**src/rtl/ea_pkg.sv**
```systemverilog
package ea_pkg;

   // Displacement size codes (the encoding is part of the port contract)
   typedef enum logic [1:0] {
      DSZ_B8   = 2'd0,
      DSZ_B16  = 2'd1,
      DSZ_B32  = 2'd2,
      DSZ_NONE = 2'd3
   } disp_sz_e;

   localparam int unsigned SCALE_CODE_W = 2;
   localparam int unsigned SCALE_WAYS   = 1 << SCALE_CODE_W;

endpackage

```
**src/rtl/ea_disp_sext.sv**
```systemverilog
module ea_disp_sext
   import ea_pkg::*;
#(
   parameter int unsigned ADDR_W = 64,
   parameter int unsigned DISP_W = 32
) (
   input  logic [DISP_W-1:0] disp_i,
   input  disp_sz_e          sz_i,
   output logic [ADDR_W-1:0] disp_ext_o
);

   localparam int unsigned PAD8  = ADDR_W - 8;
   localparam int unsigned PAD16 = ADDR_W - 16;
   localparam int unsigned PAD32 = ADDR_W - 32;

   // Elaboration-time parameter checks
   if (DISP_W != 32) begin : g_bad_disp
      $error("ea_disp_sext: DISP_W must be 32");
   end
   if (ADDR_W < 32) begin : g_bad_addr
      $error("ea_disp_sext: ADDR_W must be at least 32");
   end

   logic [ADDR_W-1:0] ext8, ext16, ext32;

   assign ext8  = {{PAD8{disp_i[7]}},   disp_i[7:0]};
   assign ext16 = {{PAD16{disp_i[15]}}, disp_i[15:0]};
   assign ext32 = {{PAD32{disp_i[31]}}, disp_i[31:0]};

   always_comb begin
      unique case (sz_i)
         DSZ_B8:   disp_ext_o = ext8;
         DSZ_B16:  disp_ext_o = ext16;
         DSZ_B32:  disp_ext_o = ext32;
         default:  disp_ext_o = '0;
      endcase
   end

endmodule

```
**src/rtl/ea_index_scale.sv**
```systemverilog
module ea_index_scale
   import ea_pkg::*;
#(
   parameter int unsigned ADDR_W    = 64,
   parameter bit          MUX_SHIFT = 1'b1
) (
   input  logic [ADDR_W-1:0]       index_i,
   input  logic [SCALE_CODE_W-1:0] scale_i,
   output logic [ADDR_W-1:0]       scaled_o
);

   if (MUX_SHIFT) begin : g_mux
      // Pre-shifted copies selected by a 4-way mux: one mux level of depth
      logic [ADDR_W-1:0] cand [SCALE_WAYS];
      for (genvar k = 0; k < SCALE_WAYS; k++) begin : g_cand
         assign cand[k] = index_i << k;
      end
      assign scaled_o = cand[scale_i];
   end else begin : g_barrel
      assign scaled_o = index_i << scale_i;
   end

endmodule

```
**src/rtl/ea_sum3.sv**
```systemverilog
module ea_sum3 #(
   parameter int unsigned ADDR_W  = 64,
   parameter bit          USE_CSA = 1'b1
) (
   input  logic [ADDR_W-1:0] a_i,
   input  logic [ADDR_W-1:0] b_i,
   input  logic [ADDR_W-1:0] c_i,
   output logic [ADDR_W-1:0] sum_o
);

   if (USE_CSA) begin : g_csa
      // One carry-save row, then a single carry-propagate adder
      logic [ADDR_W-1:0] s_vec, c_vec, c_shift;
      assign s_vec   = a_i ^ b_i ^ c_i;
      assign c_vec   = (a_i & b_i) | (a_i & c_i) | (b_i & c_i);
      assign c_shift = {c_vec[ADDR_W-2:0], 1'b0};
      assign sum_o   = s_vec + c_shift;
   end else begin : g_chain
      assign sum_o = a_i + b_i + c_i;
   end

endmodule

```
**src/rtl/ea_canon_chk.sv**
```systemverilog
module ea_canon_chk #(
   parameter int unsigned ADDR_W = 64,
   parameter int unsigned VA_W   = 48,
   localparam int unsigned HI_W  = (VA_W < ADDR_W) ? (ADDR_W - VA_W + 1) : 1
) (
   input  logic            en_i,
   input  logic [HI_W-1:0] hi_i,
   output logic            noncanon_o
);

   // Elaboration-time parameter checks
   if (VA_W < 2 || VA_W > ADDR_W) begin : g_bad_va
      $error("ea_canon_chk: VA_W must lie in 2..ADDR_W");
   end

   if (VA_W < ADDR_W) begin : g_chk
      logic all_one, all_zero;
      assign all_one    = &hi_i;
      assign all_zero   = ~|hi_i;
      assign noncanon_o = en_i & ~(all_one | all_zero);
   end else begin : g_full
      // The full width is implemented, so every address is canonical
      logic unused_hi;
      assign unused_hi  = ^{hi_i, en_i};
      assign noncanon_o = 1'b0;
   end

endmodule

```
**src/rtl/agen_seg_ea.sv**
```systemverilog
module agen_seg_ea
   import ea_pkg::*;
#(
   parameter int unsigned ADDR_W    = 64,
   parameter int unsigned VA_W      = 48,
   parameter int unsigned DISP_W    = 32,
   parameter int unsigned LEGACY_W  = 32,
   parameter bit          USE_CSA   = 1'b1,
   parameter bit          MUX_SHIFT = 1'b1
) (
   input  logic              clk,
   input  logic              rst,
   input  logic              in_valid,
   input  logic              in_flat64,
   input  logic [63:0]       in_base,
   input  logic [63:0]       in_index,
   input  logic [1:0]        in_scale,
   input  logic [31:0]       in_disp,
   input  logic [1:0]        in_disp_sz,
   input  logic [63:0]       in_seg_base,
   output logic              out_valid,
   output logic [63:0]       out_ea,
   output logic [63:0]       out_lin,
   output logic              out_noncanon
);

   localparam int unsigned UPPER_W = ADDR_W - LEGACY_W;
   localparam int unsigned HI_W    = (VA_W < ADDR_W) ? (ADDR_W - VA_W + 1) : 1;
   localparam int unsigned HI_LSB  = (VA_W < ADDR_W) ? (VA_W - 1) : (ADDR_W - 1);

   // Elaboration-time parameter checks
   if (ADDR_W != 64) begin : g_bad_addr
      $error("agen_seg_ea: ADDR_W must be 64 to match the port widths");
   end
   if (LEGACY_W == 0 || LEGACY_W >= ADDR_W) begin : g_bad_leg
      $error("agen_seg_ea: LEGACY_W must lie in 1..ADDR_W-1");
   end
   if (VA_W < LEGACY_W) begin : g_bad_va
      $error("agen_seg_ea: VA_W must not be below LEGACY_W");
   end

   // ---------------- operand preparation ----------------
   logic [ADDR_W-1:0] disp_ext, idx_scaled, ea_full;
   logic [ADDR_W-1:0] ea_sel, seg_eff, lin_full, lin_sel;
   logic [HI_W-1:0]   lin_hi;
   logic              noncanon_c;

   ea_disp_sext #(
      .ADDR_W (ADDR_W),
      .DISP_W (DISP_W)
   ) u_disp (
      .disp_i     (in_disp),
      .sz_i       (disp_sz_e'(in_disp_sz)),
      .disp_ext_o (disp_ext)
   );

   ea_index_scale #(
      .ADDR_W    (ADDR_W),
      .MUX_SHIFT (MUX_SHIFT)
   ) u_scale (
      .index_i  (in_index),
      .scale_i  (in_scale),
      .scaled_o (idx_scaled)
   );

   ea_sum3 #(
      .ADDR_W  (ADDR_W),
      .USE_CSA (USE_CSA)
   ) u_sum (
      .a_i   (in_base),
      .b_i   (idx_scaled),
      .c_i   (disp_ext),
      .sum_o (ea_full)
   );

   // ---------------- mode handling ----------------
   always_comb begin
      if (in_flat64) begin
         ea_sel  = ea_full;
         seg_eff = '0;
      end else begin
         ea_sel  = {{UPPER_W{1'b0}}, ea_full[LEGACY_W-1:0]};
         seg_eff = in_seg_base;
      end
   end

   assign lin_full = seg_eff + ea_sel;

   always_comb begin
      if (in_flat64) lin_sel = lin_full;
      else           lin_sel = {{UPPER_W{1'b0}}, lin_full[LEGACY_W-1:0]};
   end

   assign lin_hi = lin_sel[ADDR_W-1:HI_LSB];

   ea_canon_chk #(
      .ADDR_W (ADDR_W),
      .VA_W   (VA_W)
   ) u_canon (
      .en_i       (in_flat64),
      .hi_i       (lin_hi),
      .noncanon_o (noncanon_c)
   );

   // ---------------- pipeline register ----------------
   logic mode_q;

   always_ff @(posedge clk) begin
      if (rst) begin
         out_valid    <= 1'b0;
         out_ea       <= '0;
         out_lin      <= '0;
         out_noncanon <= 1'b0;
         mode_q       <= 1'b0;
      end else begin
         out_valid <= in_valid;
         if (in_valid) begin
            out_ea       <= ea_sel;
            out_lin      <= lin_sel;
            out_noncanon <= noncanon_c;
            mode_q       <= in_flat64;
         end
      end
   end

   // ---------------- assertions ----------------
   AST_VALID_LATENCY: assert property (@(posedge clk) disable iff (rst)
      !$past(rst) |-> (out_valid == $past(in_valid)));

   AST_RESET_CLEARS: assert property (@(posedge clk) disable iff (rst)
      $past(rst) |-> (!out_valid && out_ea == '0 && out_lin == '0));

   AST_HOLD_IDLE: assert property (@(posedge clk) disable iff (rst)
      (!$past(rst) && !$past(in_valid)) |->
         ($stable(out_ea) && $stable(out_lin) && $stable(out_noncanon)));

   AST_FLAT_LIN_EQ_EA: assert property (@(posedge clk) disable iff (rst)
      (out_valid && mode_q) |-> (out_lin == out_ea));

   AST_LEGACY_UPPER_ZERO: assert property (@(posedge clk) disable iff (rst)
      (out_valid && !mode_q) |->
         (out_ea[ADDR_W-1:LEGACY_W] == '0 && out_lin[ADDR_W-1:LEGACY_W] == '0));

   AST_LEGACY_NO_FLAG: assert property (@(posedge clk) disable iff (rst)
      (out_valid && !mode_q) |-> !out_noncanon);

   if (VA_W < ADDR_W) begin : g_canon_ast
      AST_CANON_FLAG: assert property (@(posedge clk) disable iff (rst)
         (out_valid && mode_q) |->
            (out_noncanon == !((&out_lin[ADDR_W-1:VA_W-1]) ||
                               (~|out_lin[ADDR_W-1:VA_W-1]))));
   end

endmodule

```
**config.mk**
```make
export PLATFORM = sky130hd
export DESIGN_NAME = agen_seg_ea
export DESIGN_NICKNAME = d
export VERILOG_FILES = /design/src/rtl/ea_pkg.sv /design/src/rtl/ea_disp_sext.sv /design/src/rtl/ea_index_scale.sv /design/src/rtl/ea_sum3.sv /design/src/rtl/ea_canon_chk.sv /design/src/rtl/agen_seg_ea.sv
export SDC_FILE = /design/constraint.sdc
export NUM_CORES = 1
export LEC_CHECK = 0
export ABC_AREA = 1
export BUFFER_PORTS_ARGS = -buffer_cell sky130_fd_sc_hd__buf_2
export CAP_MARGIN = 20
export CORE_MARGIN = 2
export CORE_UTILIZATION = 62
export DETAILED_ROUTE_END_ITERATION = 7
export MAX_ROUTING_LAYER = met4
export PLACE_DENSITY_LB_ADDON = 0.12
export SLEW_MARGIN = 10
export SYNTH_ARGS = -nofsm -noshare
export SYNTH_HDL_FRONTEND = slang
export SYNTH_SLANG_ARGS = --single-unit
```
**constraint.sdc**
```tcl
create_clock -name clk -period 14.7 [get_ports clk]
set_clock_uncertainty 0.2 [all_clocks]
set_input_delay 0.735 -clock clk [delete_from_list [all_inputs] [get_ports clk]]
set_output_delay 0.735 -clock clk [all_outputs]
set_load 0.005 [all_outputs]
```
==> results of run 1 <==
==> cell families after synthesis <==
group	share of synthesized area (%)
buffers and inverters	14.4
multiplexers	1.31
AO/OA/AOI/OAI	16.4
adder cells (fa/ha/maj)	15.6
XOR/XNOR	2.91
AND/OR/NAND/NOR	35.1
flip-flops	14.2
==> worst min path at each step <==
stage	from	endpoint	slack (ns)	depth (start not counted)
2_1_floorplan	out_ea[32]$_SDFFE_PP0P_	out_ea[32]$_SDFFE_PP0P_	0.26	2
3_3_place_gp	out_lin[44]$_SDFFE_PP0P_	out_lin[44]$_SDFFE_PP0P_	0.25	2
3_5_place_dp	out_lin[61]$_SDFFE_PP0P_	out_lin[61]$_SDFFE_PP0P_	0.26	2
4_1_cts	out_lin[61]$_SDFFE_PP0P_	out_lin[61]$_SDFFE_PP0P_	0.27	2
5_1_grt	out_lin[32]$_SDFFE_PP0P_	out_lin[32]$_SDFFE_PP0P_	0.28	2
6_report	out_lin[61]$_SDFFE_PP0P_	out_lin[61]$_SDFFE_PP0P_	0.26	2
==> worst register-to-register path, stage by stage, from the launching register on <==
cell and delay [ns]:
dfxtp_1 0.35, nor2_1 0.06, nor2_1 0.15, o21ai_0 0.12, inv_1 0.09
==> sequential cells by signal (all words and copies together), names as in the netlist <==
| signal | cells |
|---|---|
| out_lin | 64 |
| out_ea | 64 |
| out_noncanon | 1 |
| out_valid | 1 |
==> metal layers <==
metal,vias up,global-route usage (%)
li1,10400,-
met1,9578,51.9
met2,1120,63.6
met3,157,4.26
met4,0,13.9
met5,-,-
==> placed cells by master, fill, tap and decap left out, drive strengths merged, types with 7 or more instances in the layout <==
cell type	netlist	layout
a211oi	9	9
a21o	7	7
a21oi	265	265
a31oi	15	15
buf	14	369
clkbuf	66	19
clkinv	5	11
dfxtp	130	130
fa	65	65
ha	125	125
inv	617	617
mux2i	24	24
nand2	889	889
nand3	142	142
nand3b	11	11
nand4	23	23
nor2	368	368
nor3	12	12
o21a	9	9
o21ai	233	233
o21bai	7	7
xnor2	23	23
xor2	38	38
==> cell usage after synthesis, types with 6 or more instances <==
| cell | n | share of area (%) |
|---|---|---|
| nand4_1 | 21 | 0.72 |
| a21o_1 | 7 | 0.29 |
| nand2_4 | 9 | 0.55 |
| a21oi_1 | 261 | 7.1 |
| o211ai_1 | 6 | 0.25 |
| nand2_1 | 828 | 17 |
| nand3_1 | 98 | 2.7 |
| nor2_2 | 41 | 1.4 |
| xnor2_1 | 23 | 1.1 |
| clkbuf_1 | 66 | 1.3 |
| nor2_1 | 307 | 6.3 |
| o21ai_0 | 228 | 6.2 |
| dfxtp_1 | 130 | 14 |
| a31oi_1 | 15 | 0.51 |
| nand2_2 | 52 | 1.8 |
| o21bai_1 | 7 | 0.29 |
| o21a_1 | 9 | 0.37 |
| inv_2 | 19 | 0.39 |
| a211oi_1 | 9 | 0.37 |
| buf_1 | 10 | 0.20 |
| xor2_1 | 38 | 1.8 |
| ha_1 | 125 | 8.5 |
| nand3_2 | 44 | 2.4 |
| fa_1 | 65 | 7.1 |
| nor2_4 | 20 | 1.2 |
| inv_1 | 598 | 12 |
| mux2i_1 | 24 | 1.3 |
| nand3b_1 | 11 | 0.45 |
| nor3_1 | 7 | 0.19 |
==> power by group through the flow <==
stage	Sequential, W	Clock (W)	Combinational [W]
after CTS	0.000454	0.000475	0.00192
after global routing	0.000461	0.000491	0.00217
after floorplan	0.000464	0	0.00134
after detailed placement	0.000461	0	0.00190
final	0.000456	0.000475	0.00197
after global placement	0.000457	0	0.00185
==> through the flow <==
step	util, %	power (W)
3_3_place_gp	70.5	0.00231
4_1_cts	72.8	0.00285
6_report	72.8	0.00290
5_1_grt	72.8	0.00313
2_1_floorplan	-	0.00181
3_5_place_dp	70.5	0.00236
==> area by class of cell <==
class,count,area [sq um]
multi-input combinational,2290,13100
fill,2475,7880
sequential,130,2600
inverter,622,2330
timing repair buffer,369,1870
tap,384,480
clock buffer,19,453
clock inverter,12,206
==> metrics, run 1 <==
Avg Inst Size Synth 5.88 sq um; Routed Antenna Nets 0; P&R area growth vs syn 14.7%; sequential fraction of the synthesis area 14.2%; Die X 176 um; Non-Filler Instances 3826; DRT Wirelength 60500 um; pre-CTS setup slack 6.90 ns; Async SR Flop Fraction 0%; Setup crit end out_noncanon$_SDFFE_PP0P_; combinational power share 67.9%; Mapped Cells 3122; Placement Cell Area 0.0204 sq mm; CTS Buf Count 17; WS Path Type input pin to register; share of post-route cells with drive strength above 1 17.5%; Critical Path Fanout Max 24; Clk pin slew, worst setup/hold paths 0.05 ns; met2 routed WL 26900 um; Data arrival, critical path 7.57 ns; Int Pwr 0.00138 W; achievable clock frequency 134 MHz; crit-path leading delay family simple AND/OR/NAND/NOR gates; number of global-route vias before repair 19.4k; worst hold path type register to register; first-pass GRT wire length 95400 um; Max Cap Viol 0; Worst Setup End Kind register; Post-Syn Area 0.0184 sq mm; dpl cells 3795; Slowest cell on crit path fa_1; WL per Instance 15.8 um; Power Density 138 mW/mm^2; Final nets 3852; Initial Util 63.4%; I/O Buffers 360; initial antenna violation count 1; launch point of the worst reg-to-reg path out_ea[11]$_SDFFE_PP0P_; post-CTS setup buffer count 0; most used cell, CP nand2_1; P_leak 12.4 nW; Vias per Instance 5.54; gpl congestion 0.998; DRT iter0 DRCs 1978; Worst R2R Path Depth 4; RSZ-0062 raised after global routing no; crit path from in_disp_sz[0]; Yosys warning total 0; Final WS setup 7.21 ns; I/O pin cnt 362; Psw 0.00152 W; reg2reg setup slack 13.67 ns; aggregate global-route resource usage 39.6%; Core Rows 62; TritonRoute pass-1 iters 6; relative slew slack 36.5%; detailed placement HPWL 50700 um; Switching Share 52.5%; wire length on met1 26200 um; WP depth 36; Post-synth top flop dfxtp_1; antenna fix cells 0; Hold Worst Slack 0.263 ns; Top Metal Used met4; worst path required time 14.78 ns; CTS tree done; clk buf depth 2; clk_lat worst skew 0.43 ns; Crit path largest cell delay 0.62 ns; outcome finished, final reports clean; post_cts resized 0; crit path launch type input pin; period utilization 51.0%; VDD IR max 0.0000861 V; DR DRC count 0; Fin. Hold Viols 0; pin count of the biggest net entering global routing 97; Worst Path Buf+Inv 7; DIE AREA 0.0310 sq mm; Yosys cell types 46; Period minus WS final 7.49 ns; grt ovf 0; max-slew violation count 0; DR vias 21.2k; Root Buffer clkbuf_16; Post-synth EDFFs 0; Synth Register Bits 130; net count after synthesis 3544; die height 176 um; Worst R2R End out_ea[11]$_SDFFE_PP0P_; Clock Sinks 130; Clock Power Share 16.4%; metal3 WL 5070 um; # hold bufs at CTS 0; final setup vio count 0; actual slew at the worst max-slew pin 0.952 ns; setup tns final 0 ns; H-tree levels 4; core outline area 0.0289 sq mm; final instance area 0.0211 sq mm; Flop pwr share 15.7%
(Power assumes the default switching activity.)
==> run 2: changes to the inputs <==
--- a/config.mk
+++ b/config.mk
@@ -9,7 +9,7 @@
 export BUFFER_PORTS_ARGS = -buffer_cell sky130_fd_sc_hd__buf_2
 export CAP_MARGIN = 20
 export CORE_MARGIN = 2
-export CORE_UTILIZATION = 62
+export CORE_UTILIZATION = 58
 export DETAILED_ROUTE_END_ITERATION = 7
 export MAX_ROUTING_LAYER = met4
 export PLACE_DENSITY_LB_ADDON = 0.12
==> constraint.sdc (replaced) <==
create_clock -name clk -period 7.71 [get_ports clk]
set_clock_uncertainty 0.2 [all_clocks]
set_input_delay 0.3855 -clock clk [delete_from_list [all_inputs] [get_ports clk]]
set_output_delay 0.3855 -clock clk [all_outputs]
set_load 0.005 [all_outputs]
==> metrics, run 2 (synthesis results as in run 1) <==
Worst Setup End Kind register; Final nets 3859 (+0.18%); period utilization 85.9%; Crit path largest cell delay 0.52 ns (-0.10 ns); P&R area growth vs syn 15.1%; max-slew violation count 0 (unchanged); CTS Buf Count 17 (unchanged); gpl congestion 0.964 (-3.4%); relative slew slack 37.8% (+1.3 points); DRT Wirelength 62000 um (+2.6%); clk_lat worst skew 0.43 ns (about the same); DR vias 21.0k (-1.2%); busiest grt layer met2; # hold bufs at CTS 0 (unchanged); DRT iter0 DRCs 1802 (-8.9%); TritonRoute pass-1 iters 6 (unchanged); actual slew at the worst max-slew pin 0.933 ns (-0.0195 ns); detailed placement HPWL 52500 um (+3.4%); initial antenna violation count 0 (-1); die height 182 um (+3.3%); Worst R2R Path Depth 4 (unchanged); hold path cells 3 (+1); DR DRC count 0 (unchanged); achievable clock frequency 151 MHz; Slowest cell on crit path fa_1; Power Density 262 mW/mm^2 (+90%); met2 usage in global routing 61.5% (-2.1 points); most frequent cells in the layout nand2_1 (828), inv_1 (597), buf_2 (358), nor2_1 (307), a21oi_1 (261); Period minus WS final 6.62 ns; VDD IR max 0.000160 V (+86%); post-CTS setup buffer count 0 (unchanged); pin count of the biggest net entering global routing 90 (-7.2%); setup tns final 0 ns (unchanged); DIE AREA 0.0331 sq mm (+6.7%); Clk pin slew, worst setup/hold paths 0.06 ns (about the same); P_leak 12.4 nW (+0.14%); met3 Track Usage GR 4.15% (-0.11 points); clk buf depth 2 (unchanged); H-tree levels 4 (unchanged); Power Total 0.00553 W (+91%); Initial Util 58.5% (-5.0 points); Fin. Hold Viols 0 (unchanged); crit path launch type input pin; GR Layer Usage met1 50.1% (-1.8 points); share of post-route cells with drive strength above 1 17.7% (+0.17 points); worst hold path type input pin to register; aggregate global-route resource usage 38.0% (-1.6 points); core outline area 0.0314 sq mm (+8.5%); outcome finished, final reports clean; grt ovf 0 (unchanged); post_cts resized 0 (unchanged); Routed Antenna Nets 0 (unchanged); Vias per Instance 5.44 (-1.8%); commonest non-fill, non-tap cell in the layout nand2_1; first-pass GRT wire length 97200 um (+1.8%); final setup vio count 0 (unchanged); I/O Buffers 360 (unchanged); CTS tree done; antenna fix cells 0 (unchanged); worst path required time 7.78 ns (-7.00 ns); most used cell, CP nand2_1; RSZ-0062 raised after global routing no; Critical Path Fanout Max 8 (-67%); WL per Instance 16.1 um (+1.9%); Root Buffer clkbuf_16; Clock Sinks 130 (unchanged); Max Cap Viol 0 (unchanged); top flop regs out_ea x64, out_lin x64; WS Path Type input pin to register; I/O pin cnt 362 (unchanged); Data arrival, critical path 6.70 ns (-0.87 ns); Core Rows 65 (+4.8%); number of global-route vias before repair 19.5k (+0.63%); Die X 182 um (+3.3%)
[run 2: worst max-delay path, delay by kind of cell]
kind                     cells  cell delay [ns]
buffers and inverters        6             0.53
adder cells (fa/ha/maj)      3             1.22
AND/OR/NAND/NOR             21             3.23
AO/OA/AOI/OAI                8             1.36
[run 2: through the flow]
stage	hold slack [ns]	utilization [%]	setup slack, ns	cells	cell area [sq um]
after floorplan	0.262	-	0.880	3122	18400
after global placement	0.251	65.3	0.900	3820	20500
after detailed placement	0.254	65.3	0.878	3820	20500
after CTS	0.0831	67.3	1.28	3851	21100
after global routing	0.114	67.3	0.452	3851	21100
final	0.0919	67.3	1.09	3851	21100
[run 2: final timing paths]
path | to | slack (ns) | startpoint
setup / recovery | out_noncanon$_SDFFE_PP0P_ | 1.09 | in_disp_sz[1]
hold / removal | out_lin[53]$_SDFFE_PP0P_ | 0.09 | in_flat64
setup reg to reg | out_lin[24]$_SDFFE_PP0P_ | 6.70 | out_lin[24]$_SDFFE_PP0P_
hold reg to reg | out_ea[62]$_SDFFE_PP0P_ | 0.26 | out_ea[62]$_SDFFE_PP0P_
[run 2: where the power goes]
part | internal, W | total, W | switching, W
Combinational | 0.00124 | 0.00377 | 0.00253
Clock | 0.000558 | 0.000887 | 0.000329
Sequential | 0.000800 | 0.000869 | 0.0000691
Total | 0.00260 | 0.00553 | 0.00293
[run 2: layout make-up]
type / instances / area [sq um]
multi-input cells: 2290 / 13100
fillers: 2861 / 10300
flip-flops and latches: 130 / 2600
inverters: 622 / 2330
repair buffers: 376 / 1940
well taps: 402 / 503
clock buffers: 19 / 453
clock inverters: 12 / 181
[run 2: metal layers]
metal,vias up,part of all wire [%]
li1,10400,-
met1,9541,45
met2,933,45
met3,111,7.5
met4,0,2.9
met5,-,0
